--- config.mk ---
export PLATFORM = sky130hd
export DESIGN_NAME = irq_status_ctrl
export DESIGN_NICKNAME = d
export VERILOG_FILES = /design/src/rtl/isc_pkg.sv /design/src/rtl/isc_status_reg.sv /design/src/rtl/isc_mask_reg.sv /design/src/rtl/isc_irq_drive.sv /design/src/rtl/irq_status_ctrl.sv
export SDC_FILE = /design/constraint.sdc
export NUM_CORES = 1
export LEC_CHECK = 0
export CELL_PAD_IN_SITES_DETAIL_PLACEMENT = 1
export CELL_PAD_IN_SITES_GLOBAL_PLACEMENT = 2
export CORE_ASPECT_RATIO = 1.5
export CORE_MARGIN = 2
export CORE_UTILIZATION = 31
export DETAILED_ROUTE_END_ITERATION = 16
export GPL_ROUTABILITY_DRIVEN = 0
export MAX_ROUTING_LAYER = met4
export PLACE_DENSITY_LB_ADDON = 0.25
export SYNTH_ARGS = -nofsm -noshare
export SYNTH_HDL_FRONTEND = slang
export SYNTH_SLANG_ARGS = --single-unit
--- constraint.sdc ---
create_clock -name clk -period 5.5 [get_ports clk]
set_clock_uncertainty 0.2 [all_clocks]
set_input_delay 0.55 -clock clk [delete_from_list [all_inputs] [get_ports clk]]
set_output_delay 0.55 -clock clk [all_outputs]
set_load 0.02 [all_outputs]
--- src/rtl/isc_pkg.sv ---
package isc_pkg;
  typedef enum logic {
    SEL_STATUS = 1'b0,
    SEL_MASK   = 1'b1
  } isc_sel_e;

  localparam int unsigned DEF_NUM_SRC = 16;
endpackage

--- src/rtl/isc_status_reg.sv ---
module isc_status_reg #(
  parameter int unsigned W = 16
) (
  input  logic         clk,
  input  logic         rst_n,
  input  logic [W-1:0] evt_i,
  input  logic [W-1:0] clr_i,
  output logic [W-1:0] status_o,
  output logic [W-1:0] status_nxt_o
);
  logic [W-1:0] st_q;

  // per-bit set/clear, event dominates a simultaneous clear
  for (genvar i = 0; i < W; i++) begin : g_bit
    always_comb begin
      if (evt_i[i])      status_nxt_o[i] = 1'b1;
      else if (clr_i[i]) status_nxt_o[i] = 1'b0;
      else               status_nxt_o[i] = st_q[i];
    end

    always_ff @(posedge clk or negedge rst_n) begin
      if (!rst_n) st_q[i] <= 1'b0;
      else        st_q[i] <= status_nxt_o[i];
    end
  end

  assign status_o = st_q;


  evt_sets_chk: assert property (@(posedge clk) disable iff (!rst_n)
    (evt_i != '0) |=> ((st_q & $past(evt_i)) == $past(evt_i)));


  hold_unless_cleared_chk: assert property (@(posedge clk) disable iff (!rst_n)
    1'b1 |=> ((st_q & $past(st_q & ~clr_i)) == $past(st_q & ~clr_i)));


  clear_takes_chk: assert property (@(posedge clk) disable iff (!rst_n)
    (clr_i != '0) |=> ((st_q & $past(clr_i & ~evt_i)) == '0));
endmodule

--- src/rtl/isc_mask_reg.sv ---
module isc_mask_reg #(
  parameter int unsigned W = 16
) (
  input  logic         clk,
  input  logic         rst_n,
  input  logic         wr_i,
  input  logic [W-1:0] wdata_i,
  output logic [W-1:0] mask_o
);
  logic [W-1:0] mask_q;

  always_ff @(posedge clk or negedge rst_n) begin
    if (!rst_n)    mask_q <= '0;
    else if (wr_i) mask_q <= wdata_i;
  end

  assign mask_o = mask_q;


  mask_load_chk: assert property (@(posedge clk) disable iff (!rst_n)
    wr_i |=> (mask_q == $past(wdata_i)));


  mask_hold_chk: assert property (@(posedge clk) disable iff (!rst_n)
    !wr_i |=> $stable(mask_q));
endmodule

--- src/rtl/isc_irq_drive.sv ---
module isc_irq_drive #(
  parameter int unsigned W = 16
) (
  input  logic         clk,
  input  logic         rst_n,
  input  logic [W-1:0] status_i,
  input  logic [W-1:0] status_nxt_i,
  input  logic [W-1:0] mask_i,
  input  logic [W-1:0] clr_i,
  output logic         od_en_o
);
  logic multi_set;
  logic hits_set;
  logic left_pending;
  logic blank_d;
  logic blank_q;

  // more than one bit set: clearing the lowest set bit leaves something
  assign multi_set    = (status_i & (status_i - W'(1))) != '0;
  assign hits_set     = (clr_i & status_i) != '0;
  assign left_pending = (status_nxt_i & ~mask_i) != '0;
  assign blank_d      = multi_set && hits_set && left_pending;

  always_ff @(posedge clk or negedge rst_n) begin
    if (!rst_n) blank_q <= 1'b0;
    else        blank_q <= blank_d;
  end

  assign od_en_o = ((status_i & ~mask_i) != '0) && !blank_q;


  blank_one_cycle_chk: assert property (@(posedge clk) disable iff (!rst_n)
    blank_q |=> !blank_q || $past(blank_d));
endmodule

--- src/rtl/irq_status_ctrl.sv ---
module irq_status_ctrl
  import isc_pkg::*;
#(
  parameter int unsigned NUM_SRC = DEF_NUM_SRC
) (
  input  logic               clk,
  input  logic               rst_n,
  input  logic [NUM_SRC-1:0] evt_pulse,
  input  logic               reg_wr,
  input  logic               reg_addr,
  input  logic [NUM_SRC-1:0] reg_wdata,
  output logic [NUM_SRC-1:0] reg_rdata,
  output logic               irq_od_en
);
  logic [NUM_SRC-1:0] status;
  logic [NUM_SRC-1:0] status_nxt;
  logic [NUM_SRC-1:0] mask;
  logic [NUM_SRC-1:0] clr;
  logic               wr_status;
  logic               wr_mask;

  assign wr_status = reg_wr && (isc_sel_e'(reg_addr) == SEL_STATUS);
  assign wr_mask   = reg_wr && (isc_sel_e'(reg_addr) == SEL_MASK);
  assign clr       = wr_status ? reg_wdata : '0;

  isc_status_reg #(.W(NUM_SRC)) u_status (
    .clk          (clk),
    .rst_n        (rst_n),
    .evt_i        (evt_pulse),
    .clr_i        (clr),
    .status_o     (status),
    .status_nxt_o (status_nxt)
  );

  isc_mask_reg #(.W(NUM_SRC)) u_mask (
    .clk     (clk),
    .rst_n   (rst_n),
    .wr_i    (wr_mask),
    .wdata_i (reg_wdata),
    .mask_o  (mask)
  );

  isc_irq_drive #(.W(NUM_SRC)) u_drive (
    .clk          (clk),
    .rst_n        (rst_n),
    .status_i     (status),
    .status_nxt_i (status_nxt),
    .mask_i       (mask),
    .clr_i        (clr),
    .od_en_o      (irq_od_en)
  );

  always_comb begin
    case (isc_sel_e'(reg_addr))
      SEL_MASK: reg_rdata = mask;
      default:  reg_rdata = status;
    endcase
  end


  irq_needs_pending_chk: assert property (@(posedge clk) disable iff (!rst_n)
    irq_od_en |-> ((status & ~mask) != '0));


  mask_next_clock_chk: assert property (@(posedge clk) disable iff (!rst_n)
    (wr_mask && !wr_status) |=> (irq_od_en == ((status & ~mask) != '0)));


  release_after_clear_chk: assert property (@(posedge clk) disable iff (!rst_n)
    (wr_status && ($countones(status) > 1) && ((reg_wdata & status) != '0))
      |=> !irq_od_en);
endmodule

Word-level counts from Yosys, hierarchy flattened
Cells that the tools add are included. W data, S select, Z words.

Logic and storage cells: 69. Input port bits: 36. Register bits after elaboration: 33. Output and inout bits: 17.

Bitwise gates (word level): 6. Muxes and demuxes: 34. Reductions and logical operators: 10. Add/sub/neg operators: 1.

Operator list (count): $and A16 B16 Y16 (4); $reduce_bool A16 Y1 (4); $mux W1 (32); $mux W16 (2); $not A16 Y16 (1); $sub A16 B1 Y16 const B (1); $logic_and A1 B1 Y1 (5); $logic_not A1 Y1 (1); $not A1 Y1 (1).

Logic depth before layout (Yosys ltp)
Depth after elaboration: 8. Mapped depth: 7. Gate-level depth less buffers: 5.

By module
A second synthesis with hierarchy kept.

Cells, all modules: 194. Area, all modules: 2095.8 um2.

Modules (own cells, without submodules): isc_mask_reg (seq. area each 400.4 um2, area an instance 649.4 um2, instances 1, cells each 34); isc_status_reg (seq. area each 400.4 um2, area an instance 580.6 um2, instances 1, cells each 48); isc_irq_drive (seq. area each 25.0 um2, area an instance 499.2 um2, instances 1, cells each 75); irq_status_ctrl (seq. area each 0.0 um2, area an instance 366.6 um2, instances 1, cells each 37).

Worst setup path after synthesis
OpenSTA, ideal clock, no wires.

Kind: in2out. Start: input reg_addr. End: output reg_rdata[11]. Path buffers: 2. Stages on the path: 3. Path slack: 3.175 ns. Data arrival time: 1.575 ns. Required time: 4.750 ns. Cells stage by stage: clkbuf_1 clkbuf_1 mux2_2.

Word-level cells in the longest chain between the ends: 1.

RTL lines: start, declared (line irq_status_ctrl.sv:10) `input logic reg_addr,`; $mux W16 (line irq_status_ctrl.sv:54) `case (isc_sel_e'(reg_addr))`; end, declared (line irq_status_ctrl.sv:12) `output logic [NUM_SRC-1:0] reg_rdata,`.

Every way passes these cells.

Worst setup path in the final report
Start: input reg_addr. End: output reg_rdata[13].

Same word-level chain as after synthesis.

==> flow_metrics.tcl <==
set metrics [dict create \
    status "complete, no violations" \
    crit_buf_inv 2 \
    postCtsHoldBufs 0 \
    yosysWarnings 0 \
    maxCapViolations 0 \
    hold_viol_final 0 \
    netlist-cell-type-count 40 \
    yosys.area.top_type "dfrtp_1" \
    max_freq_ghz 0.284 \
    cp.arrival_ns 2.77 \
    grt_pass1_wl_microns 10700 \
    crit_required_ns 4.75 \
    cts_buffer_depth 2 \
    synth_top_family_by_area "compound AO/OA/AOI/OAI gates" \
    cts_made_buffers 5 \
    via_count 1899 \
    powerDensity_nw_per_um2 251 \
    synth-simple-area-share 0.168 \
    worstSetupStartpointType "primary input" \
    routed_wl_microns 6610 \
    post_cts_resized 0 \
    cts.clk_slew.worst_paths_ns 0.08 \
    synth_area_leaders "dfrtp_1 40%, mux2_2 15%, nand2_1 5.3%" \
    io_pins 53 \
    synth_nets 261 \
    post-place-ws_ns 1.83 \
    fin_nets 308 \
    setup_viol 0 \
    synth-xor-area-share 0 \
    tightest_slew_ns 1.16 \
    dp.final_hpwl_microns 4930 \
    power_leakage_nw 1.10 \
    final_cells 349 \
    grt_pass1_vias 1973 \
    synth_area_sq_um 2070 \
    rsz0062_at_grt "no" \
    ys_async_sr_fraction 1.00 \
    port_buffers 52 \
    wl_per_cell_microns 18.9 \
    worstPathCellList "clkdlybuf4s50_1 -> mux2_2 -> clkdlybuf4s50_1" \
    cts_tree "yes" \
    synth_top_area_share 0.399 \
    die_x_microns 70.8 \
    syn_avg_cell_area_sq_um 9.21 \
    initial_core_util 0.319 \
    core_area_sq_um 6490 \
    synth.most_common_cell "dfrtp_1" \
    viasPerCell 5.44 \
    hp-class "flip-flop to flip-flop" \
    synth_compound_area_frac 0.213 \
    drt_iter0_markers 76 \
    cts_sinks 33 \
    cp_top_family "buffers and inverters" \
    period_minus_slack_ns 3.52 \
    row_count 36 \
    setup_tns_ns 0 \
    worstSetupPathType "primary input to output pin" \
    power.total_mw 0.687 \
    die_area_sq_um 7370 \
    cp_max_fo 31 \
    postRouteAntennaNets 0 \
    slowest_stage "clkdlybuf4s50_1" \
    critPathMostFrequentCell "clkdlybuf4s50_1" \
    grt_max_degree 34 \
    netlist_top_cells_count "33 x dfrtp_1, 29 x nand2_1, 27 x mux2_2, 22 x inv_1, 12 x nor2_1" \
    synthMuxAreaShare 0.147 \
    cpPeakStageDelay_ns 1.24 \
    ys_seq_area_frac 0.399 \
    slew_headroom 0.226 \
    grt_remaining_overflow 0 \
    synthAdderAreaFrac 0.00483 \
    finalWorstSetupSlack_ns 1.98 \
    root_buffer "clkbuf_8" \
    antenna_found_initial 0 \
    synth_edf_count 0 \
    place_inst 341 \
    grt_use_total 0.191 \
    vdd_drop_max_v 0.000120 \
    die_y_microns 104 \
    synth_seq_cells 33 \
    drtPass1Iterations 4 \
    num_antenna_cells 0 \
    synthCells 225 \
    period_share 0.641 \
    ys.flop_type "dfrtp_1" \
    clock_latency_ns 0.29 \
    syn2layout_area_growth_pct 32.1 \
    slew_violations 0 \
    cts_htree_levels 2 \
    drc 0 \
    drive_gt1_frac 0.143 \
    num-fill-cells 778 \
    postCtsSetupBuffers 0 \
    critPathCaptureType "output pin" \
]
## sequential cells by signal (all words and copies together) (netlist names)
| name | flops |
|---|---|
| u_mask.mask_o | 16 |
| u_drive.blank_q | 1 |
| u_status.status_o | 16 |
## worst register-to-register path, cell delays in order (launching register included)
cell	delay (ns)
dfrtp_1	0.46
nor4_1	0.62
nand3_1	0.13
nand3b_1	0.20
a221oi_1	0.27
a211oi_1	0.13
## per-layer routing
metal,wire length (microns),track usage
met1,2900,0.239
met2,3440,0.324
met3,208,0.0233
met4,65,0.0512
met5,0,-
## cell usage in the layout (no fill, tap or decap), drive strengths merged, types with 3 or more instances in the layout
| cell type | count |
|---|---|
| nand3b | 5 |
| a311oi | 4 |
| nor4bb | 4 |
| a221oi | 5 |
| inv | 22 |
| clkdlybuf4s50 | 52 |
| nand2 | 29 |
| a21o | 8 |
| o22ai | 3 |
| clkbuf | 7 |
| nor4 | 3 |
| nand3 | 4 |
| mux2 | 27 |
| nor2 | 12 |
| a311o | 4 |
| dfrtp | 33 |
| a21oi | 6 |
| o21ai | 9 |
| nand4 | 3 |
| a22oi | 6 |
## layout make-up
class | instances | area (sq um) | share of cell area
clock buffers | 7 | 96.3 | 0.0352
well taps | 76 | 95.1 | 0.0348
flip-flops and latches | 33 | 826 | 0.302
inverters | 22 | 82.6 | 0.0302
multi-input cells | 157 | 1100 | 0.403
repair buffers | 53 | 528 | 0.193
clock inverters | 1 | 5.00 | 0.00183
## report_power, final
part           internal, mW  total, mW  leakage, nW  switching [mW]
clock network         0.113      0.208       0.0542          0.0948
registers             0.266      0.297        0.352          0.0302
logic                0.0971      0.182        0.696          0.0851
total                 0.477      0.687         1.10           0.210
## logic make-up (layout without fill, tap and decap cells)
group | after synthesis | after routing
flops | 33 | 33
buf+inv | 35 | 83
mux | 27 | 27
simple gates | 69 | 69
compound gates | 60 | 60
fa+ha+maj | 1 | 1
## worst paths after layout
path                                                 from                       endpoint  slack (ns)  cells after the start
max                                              reg_addr                  reg_rdata[13]        1.98                      3
min                          u_mask.mask_o[9]$_DFFE_PN0P_   u_mask.mask_o[9]$_DFFE_PN0P_        0.34                      1
max reg2reg                u_status.status_o[6]$_DFF_PN0_      u_drive.blank_q$_DFF_PN0_        3.37                      5
min reg2reg                  u_mask.mask_o[9]$_DFFE_PN0P_   u_mask.mask_o[9]$_DFFE_PN0P_        0.34                      1
max in group asynchronous                           rst_n  u_mask.mask_o[15]$_DFFE_PN0P_        4.30                      2
min in group asynchronous                           rst_n   u_mask.mask_o[7]$_DFFE_PN0P_        0.48                      2
## per-stage QoR
step	util	hold WS (ns)	area [sq um]
5_1_grt	0.422	0.372	2740
4_1_cts	0.422	0.337	2740
3_5_place_dp	0.406	0.316	2640
6_report	0.422	0.339	2740
2_1_floorplan	-	0.0544	2070
3_3_place_gp	0.406	0.311	2640
(Power assumes the default switching activity.)
